**config.mk**
```make
export PLATFORM = sky130hd
export DESIGN_NAME = dbg_ctl_qual
export DESIGN_NICKNAME = d
export VERILOG_FILES = /design/src/rtl/dbg_ctl_pkg.sv /design/src/rtl/dbg_ctl_reg.sv /design/src/rtl/dbg_evt_qual.sv /design/src/rtl/dbg_ctl_qual.sv
export SDC_FILE = /design/constraint.sdc
export NUM_CORES = 1
export LEC_CHECK = 0
export ABC_AREA = 1
export BUFFER_PORTS_ARGS = -buffer_cell sky130_fd_sc_hd__buf_4
export CORE_MARGIN = 8
export CORE_UTILIZATION = 36
export CTS_CLUSTER_SIZE = 16
export DETAILED_ROUTE_END_ITERATION = 10
export MAX_ROUTING_LAYER = met4
export PLACE_DENSITY_LB_ADDON = 0.12
export SLEW_MARGIN = 20
export SYNTH_ARGS = -nofsm -noshare
export SYNTH_HDL_FRONTEND = slang
export SYNTH_SLANG_ARGS = --single-unit
```
**constraint.sdc**
```tcl
create_clock -name clk -period 1.2 [get_ports clk]
set_input_delay 0.06 -clock clk [delete_from_list [all_inputs] [get_ports clk]]
set_output_delay 0.06 -clock clk [all_outputs]
set_load 0.02 [all_outputs]
```
**src/rtl/dbg_ctl_pkg.sv**
```systemverilog
package dbg_ctl_pkg;

    localparam int WORD_W   = 32;
    localparam int NUM_EVT  = 5;
    localparam int NUM_RSTK = 3;

    // big-endian control bit n lives at word index WORD_W-1-n
    localparam int B_EDM    = WORD_W - 1 - 0;
    localparam int B_IDM    = WORD_W - 1 - 1;
    localparam int B_RST_HI = WORD_W - 1 - 2;
    localparam int B_RST_LO = WORD_W - 1 - 3;
    localparam int B_ICMP   = WORD_W - 1 - 4;
    localparam int B_BRT    = WORD_W - 1 - 5;
    localparam int B_IRPT   = WORD_W - 1 - 6;
    localparam int B_TRAP   = WORD_W - 1 - 7;
    localparam int B_IAC1   = WORD_W - 1 - 8;

    // event vector positions
    localparam int EV_ICMP = 0;
    localparam int EV_BRT  = 1;
    localparam int EV_IRPT = 2;
    localparam int EV_TRAP = 3;
    localparam int EV_IAC1 = 4;

    typedef enum logic [1:0] {
        RSTK_NONE = 2'b00,
        RSTK_CORE = 2'b01,
        RSTK_CHIP = 2'b10,
        RSTK_SYS  = 2'b11
    } rst_kind_e;

    typedef struct packed {
        logic                edm;
        logic                idm;
        logic [NUM_EVT-1:0]  en;
    } ctl_t;

    function automatic ctl_t word_to_ctl(input logic [WORD_W-1:0] w);
        ctl_t c;
        c.edm          = w[B_EDM];
        c.idm          = w[B_IDM];
        c.en[EV_ICMP]  = w[B_ICMP];
        c.en[EV_BRT]   = w[B_BRT];
        c.en[EV_IRPT]  = w[B_IRPT];
        c.en[EV_TRAP]  = w[B_TRAP];
        c.en[EV_IAC1]  = w[B_IAC1];
        return c;
    endfunction

    function automatic logic [WORD_W-1:0] ctl_to_word(input ctl_t c);
        logic [WORD_W-1:0] w;
        w          = '0;
        w[B_EDM]   = c.edm;
        w[B_IDM]   = c.idm;
        w[B_ICMP]  = c.en[EV_ICMP];
        w[B_BRT]   = c.en[EV_BRT];
        w[B_IRPT]  = c.en[EV_IRPT];
        w[B_TRAP]  = c.en[EV_TRAP];
        w[B_IAC1]  = c.en[EV_IAC1];
        return w;
    endfunction

    function automatic rst_kind_e word_to_rstk(input logic [WORD_W-1:0] w);
        return rst_kind_e'(w[B_RST_HI:B_RST_LO]);
    endfunction

endpackage

```
**src/rtl/dbg_ctl_reg.sv**
```systemverilog
module dbg_ctl_reg
    import dbg_ctl_pkg::*;
(
    input  logic                 clk,
    input  logic                 rst_n,
    input  logic                 sel,
    input  logic                 we,
    input  logic [WORD_W-1:0]    wdata,
    output logic [WORD_W-1:0]    rdata,
    output ctl_t                 ctl,
    output logic [NUM_RSTK-1:0]  rst_req
);

    typedef struct packed {
        ctl_t                ctl;
        logic [NUM_RSTK-1:0] req;
    } reg_state_t;

    reg_state_t s_d, s_q;
    rst_kind_e  wr_kind;

    assign wr_kind = word_to_rstk(wdata);

    always_comb begin
        s_d     = s_q;
        s_d.req = '0;
        if (sel && we) begin
            s_d.ctl = word_to_ctl(wdata);
            // request index k-1 answers to field code k
            for (int k = 1; k <= NUM_RSTK; k++) begin
                s_d.req[k-1] = (wr_kind == rst_kind_e'(k));
            end
        end
    end

    always_ff @(posedge clk) begin
        if (!rst_n) begin
            s_q <= '0;
        end else begin
            s_q <= s_d;
        end
    end

    // the reset field is never stored, so it reads back 00
    always_comb begin
        rdata = '0;
        if (sel) begin
            rdata = ctl_to_word(s_q.ctl);
        end
    end

    assign ctl     = s_q.ctl;
    assign rst_req = s_q.req;

endmodule

```
**src/rtl/dbg_evt_qual.sv**
```systemverilog
module dbg_evt_qual
    import dbg_ctl_pkg::*;
(
    input  logic                clk,
    input  logic                rst_n,
    input  ctl_t                ctl,
    input  logic [NUM_EVT-1:0]  occ,
    input  logic                irpt_crit,
    input  logic                msr_de,
    input  logic                dbg_wait,
    output logic [NUM_EVT-1:0]  evt
);

    typedef struct packed {
        logic [NUM_EVT-1:0] evt;
    } qual_state_t;

    qual_state_t        s_d, s_q;
    logic               mode_on;
    logic               relax;
    logic [NUM_EVT-1:0] pass;

    assign mode_on = ctl.idm | ctl.edm;
    assign relax   = ctl.edm | dbg_wait;

    always_comb begin
        pass          = '1;
        pass[EV_ICMP] = msr_de | relax;
        pass[EV_BRT]  = msr_de | relax;
        pass[EV_IRPT] = ~irpt_crit | relax;
    end

    always_comb begin
        s_d     = s_q;
        s_d.evt = occ & ctl.en & pass & {NUM_EVT{mode_on}};
    end

    always_ff @(posedge clk) begin
        if (!rst_n) begin
            s_q <= '0;
        end else begin
            s_q <= s_d;
        end
    end

    assign evt = s_q.evt;

endmodule

```
**src/rtl/dbg_ctl_qual.sv**
```systemverilog
module dbg_ctl_qual
    import dbg_ctl_pkg::*;
(
    input  logic              clk,
    input  logic              rst_n,
    input  logic              spr_sel,
    input  logic              spr_we,
    input  logic [WORD_W-1:0] spr_wdata,
    output logic [WORD_W-1:0] spr_rdata,
    input  logic              occ_icmp,
    input  logic              occ_brt,
    input  logic              occ_irpt,
    input  logic              occ_irpt_crit,
    input  logic              occ_trap,
    input  logic              occ_iac1,
    input  logic              msr_de,
    input  logic              dbg_wait,
    output logic              evt_icmp,
    output logic              evt_brt,
    output logic              evt_irpt,
    output logic              evt_trap,
    output logic              evt_iac1,
    output logic              rst_core,
    output logic              rst_chip,
    output logic              rst_sys
);

    ctl_t                ctl_w;
    logic [NUM_EVT-1:0]  occ_w;
    logic [NUM_EVT-1:0]  evt_w;
    logic [NUM_RSTK-1:0] req_w;
    logic                mode_edm;
    logic                mode_idm;

    always_comb begin
        occ_w          = '0;
        occ_w[EV_ICMP] = occ_icmp;
        occ_w[EV_BRT]  = occ_brt;
        occ_w[EV_IRPT] = occ_irpt;
        occ_w[EV_TRAP] = occ_trap;
        occ_w[EV_IAC1] = occ_iac1;
    end

    dbg_ctl_reg u_reg (
        .clk     (clk),
        .rst_n   (rst_n),
        .sel     (spr_sel),
        .we      (spr_we),
        .wdata   (spr_wdata),
        .rdata   (spr_rdata),
        .ctl     (ctl_w),
        .rst_req (req_w)
    );

    dbg_evt_qual u_qual (
        .clk       (clk),
        .rst_n     (rst_n),
        .ctl       (ctl_w),
        .occ       (occ_w),
        .irpt_crit (occ_irpt_crit),
        .msr_de    (msr_de),
        .dbg_wait  (dbg_wait),
        .evt       (evt_w)
    );

    assign mode_edm = ctl_w.edm;
    assign mode_idm = ctl_w.idm;

    assign evt_icmp = evt_w[EV_ICMP];
    assign evt_brt  = evt_w[EV_BRT];
    assign evt_irpt = evt_w[EV_IRPT];
    assign evt_trap = evt_w[EV_TRAP];
    assign evt_iac1 = evt_w[EV_IAC1];

    assign rst_core = req_w[0];
    assign rst_chip = req_w[1];
    assign rst_sys  = req_w[2];

endmodule

```
## Word level (Yosys, flattened, before mapping)

Index checks and enable logic that the tools add are counted.

| cells by class | value |
|---|---|
| equality and inequality tests | 3 |
| muxes and demuxes | 1 |
| bitwise logic cells | 8 |
| reduce and logical (&&, ||, !) cells | 2 |

Operators by type and width:

| operator | count |
|---|---|
| two-way mux 32 bit | 1 |
| AND 5 bit | 3 |
| equality test 2 bit, second input constant | 2 |
| OR 1 bit | 4 |
| equality test 2 x 1 -> 1 bit, second input constant | 1 |
| AND reduction 2 bit | 1 |
| logical AND 1 bit | 1 |
| inverter 1 bit | 1 |

| storage, ports and cells | value |
|---|---|
| register bits after elaboration | 15 |
| bits of input ports | 44 |
| output and inout bits | 40 |
| logic and storage cells | 19 |

## Longest topological paths before layout

| logic depth | value |
|---|---|
| depth in word-level cells | 4 |
| mapped depth | 4 |
| gate-level depth less buffers | 4 |

## Hierarchy

A second synthesis with hierarchy kept.

| unflattened totals | value |
|---|---|
| cell total of the unflattened synthesis | 124 |
| area, all modules | 840.8 um^2 |

Modules (own cells, without submodules):

| module | times used | cells an instance | area an instance (um^2) | sequential area each (um^2) |
|---|---|---|---|---|
| dbg_ctl_reg | 1 | 97 | 650.6 | 200.2 |
| dbg_evt_qual | 1 | 27 | 190.2 | 100.1 |

## Worst setup path before layout

No wires, ideal clock.

| timing | value |
|---|---|
| kind | reg2reg |
| start | reg u_reg.s_q (netlist bit u_reg.ctl[6]) |
| end | reg u_qual.s_q (netlist bit u_qual.evt[0]) |
| setup time | 0.111 ns |
| arrival | 0.634 ns |
| data required time | 1.089 ns |
| path slack | 0.456 ns |
| cell stages (with the launch flop) | 5 |
| period minus slack after synthesis | 0.744 ns |
| cells stage by stage | dfxtp_1 -> nor2_1 -> nor2_1 -> nand2_1 -> nor2_1 |

| on the way | value |
|---|---|
| word-level cells in the longest chain between the ends | 4 |
| elaborated cells on any way between the ends | 5 |
| classes of those cells | bitwise: 5 |

Ends and longest elaborated chain:

| item | RTL line | RTL |
|---|---|---|
| from (decl) | dbg_ctl_reg.sv:19 | `reg_state_t s_d, s_q;` |
| from (signal assigned) | dbg_ctl_reg.sv:38 | `s_q <= '0;` |
| from (signal assigned) | dbg_ctl_reg.sv:40 | `s_q <= s_d;` |
| OR 1 bit | dbg_evt_qual.sv:24 | `assign relax = ctl.edm \| dbg_wait;` |
| OR 1 bit | dbg_evt_qual.sv:28 | `pass[EV_ICMP] = msr_de \| relax;` |
| AND 5 bit | dbg_evt_qual.sv:35 | `s_d.evt = occ & ctl.en & pass & {NUM_EVT{mode_on}};` |
| AND 5 bit (*) | dbg_evt_qual.sv:35 |  |
| to (signal assigned) | dbg_evt_qual.sv:40 | `s_q <= '0;` |
| to (signal assigned) | dbg_evt_qual.sv:42 | `s_q <= s_d;` |
| to (decl) | dbg_evt_qual.sv:18 | `qual_state_t s_d, s_q;` |

Every way passes the cells marked *; elsewhere a longest branch is shown, timed or not.
A chain may end at the register's enable or synchronous reset.

## Final worst setup path

| timing | value |
|---|---|
| start | reg u_reg.s_q (netlist bit u_reg.ctl[6]) |
| end | out spr_rdata[31] |

| on the way | value |
|---|---|
| word-level cells in the longest chain between the ends | 1 |

Ends and longest elaborated chain:

| item | RTL line | RTL |
|---|---|---|
| two-way mux 32 bit | dbg_ctl_reg.sv:47 | `if (sel) begin` |
| to (decl) | dbg_ctl_qual.sv:9 | `output logic [WORD_W-1:0] spr_rdata,` |

No other way between the ends.

==> impl_metrics.yaml <==
setup_path:
  criticalPathCategory: "reg2out"
  cp.arrival_ns: 0.91
  crit_family: "flip-flops"
  max_stage_delay_ns: 0.39
  critPathRequiredTime_ns: 1.14
  crit_buf_inv: 2
  worst_setup_path_start_kind: "flop"
  path_cells: "nand2_1 > inv_1 > buf_4"
  worstPathMaxFanout: 4
  critPathSlowestCell: "dfxtp_1"
  critical_path.endpoint_type: "output port"
floorplan:
  die-area_um2: 3859
  initial_core_util: 0.3864
  rows: 16
  fp.dieH_um: 62.12
  core_area_um2: 1982
  dieWidth_um: 62.12
  ios: 84
worst_hold_path:
  hold_class: "in2reg"
timing:
  setup_viol: 0
  finClkSkew_ns: 0.001836
  timing.final.crit_share: 0.8074
  rsz0062_at_grt: "false"
  setup_tns_ns: 0
  fmax_ghz: 1.032
  hold_violations: 0
  layout_min_cycle_time_ns: 0.9689
  drv_slew: 0
  fin_hold_ws_ns: 0.01694
clock_network:
  cts_resized: 0
  cts_buffer_depth: 2
  hold_buffers: 2
  cts_tree: "done"
  cts.sinks: 15
  cts_max_level: 1
  cts_buffers: 3
  path_clk_slew_ns: 0.08
  cts_setup_buffers: 0
  insertion_delay_ns: 0.27
  cts-root-buf: "clkbuf_4"
power:
  ir_worst_vdd_uv: 419.6
  p_leak_nw: 0.5448
  power_mw: 1.003
  p_per_area_nw_per_um2: 1015
final_layout:
  nFillCells: 200
  area_growth_pct: 29.09
  drive_gt1_frac: 0.2695
  fin_nets: 186
  mostFrequentLayoutCell: "buf_4"
  final_cell_mix: "buf_4, conb_1, nand2_1, dfxtp_1, inv_1"
  fin_util: 0.4987
  antenna_cells: 0
  fin_area_um2: 988.4
outcome:
  status: "completed"
grt:
  antenna_found_initial: 0
  grt_pass1_wl_mm: 2.939
  grt_max_degree: 16
  grt_pass1_vias: 668
  overflow: 0
  grt_usage: 0.09418
detailed_routing:
  m1WireLength_um: 870
  post_drt_wl_per_cell_um: 10.85
  dr_wl_met3_um: 129
  first_iter_violations: 11
  vias: 641
  drt_wl_total_mm: 1.823
  drtPass1Iterations: 4
  met2_length_um: 796
  via_per_inst: 3.815
  drtAntennaViolNets: 0
  top_layer: "met4"
  drc: 0
placement:
  gp_routability_congestion: 0.6887
  dpl.hpwl_mm: 1.514
  port_buffers: 35
  placed_cell_area_um2: 942.2
logic_synthesis:
  seq_area_frac_synth: 0.3922
  ys_warn_count: 0
  synth_area_per_cell_um2: 7.434
  netlist_instances: 103
  syn_area_um2: 765.7
  synth_cell_types: 11
  ys_ff_latch: 15
job:
  cap_violations: 0
sequential cells by signal, indices dropped and copies added (netlist names):
signal	flops
u_reg.rst_req	3
u_qual.evt	5
u_reg.ctl	7
path summary, 6_finish.rpt:
path / start / endpoint / slack (ns) / cells after the start
worst max-delay path: u_reg.ctl[6] / spr_rdata[31] / 0.23 / 3
worst min-delay path: occ_brt / u_qual.evt[1] / 0.02 / 3
worst max register to register: u_reg.ctl[6] / u_qual.evt[1] / 0.34 / 4
worst min register to register: u_reg.ctl[2] / u_qual.evt[2] / 0.46 / 2
synth_stat cells, drive strengths merged:
master  count  share of area
buf        27           0.27
nand2      23           0.11
dfxtp      15           0.39
inv        11          0.054
a21oi       7          0.046
nand3       7          0.046
nor2        7          0.034
nor3        4          0.026
conb        1         0.0049
nor3b       1         0.0098
layer usage:
layer	GRT usage	up-vias
met3	0.02867	2
met4	0.06122	0
li1	-	342
met5	-	-
met2	0.1371	36
met1	0.1093	261
logic make-up (layout without fill, tap and decap cells):
logic type,after synthesis,after routing,synth area share
buffers and inverters,38,52,0.3284
AND/OR/NAND/NOR,42,42,0.2288
other,1,25,0.004897
flip-flops,15,15,0.3922
AO/OA/AOI/OAI,7,7,0.04575
final cells by class:
class                      instances  area (µm²)  share of cell area
multi-input combinational         74       304.0              0.3076
sequential                        15       300.3              0.3038
timing repair buffer              37       282.8              0.2861
inverter                          11       41.29             0.04177
tap                               27       33.78             0.03418
clock buffer                       4       26.28             0.02658
where the power goes:
part	switching (mW)	internal (mW)	total, mW	leakage (nW)
sequential	0.00919	0.512	0.521	0.122
combinational	0.137	0.0735	0.210	0.408
clock	0.144	0.128	0.272	0.0150
total	0.290	0.714	1.00	0.545
tightest hold or removal path, cell delays in order:
cell and delay [ns]:
buf_4 0.07, nand2_1 0.04, nor2_1 0.08
stage by stage:
step	setup slack (ns)	cells
after CTS	0.2113	168
final	0.2311	168
after global routing	0.1772	168
after global placement	0.3341	162
after detailed placement	0.3343	162
after floorplan	0.4556	127
No activity file was read; power rests on OpenSTA's default activity.
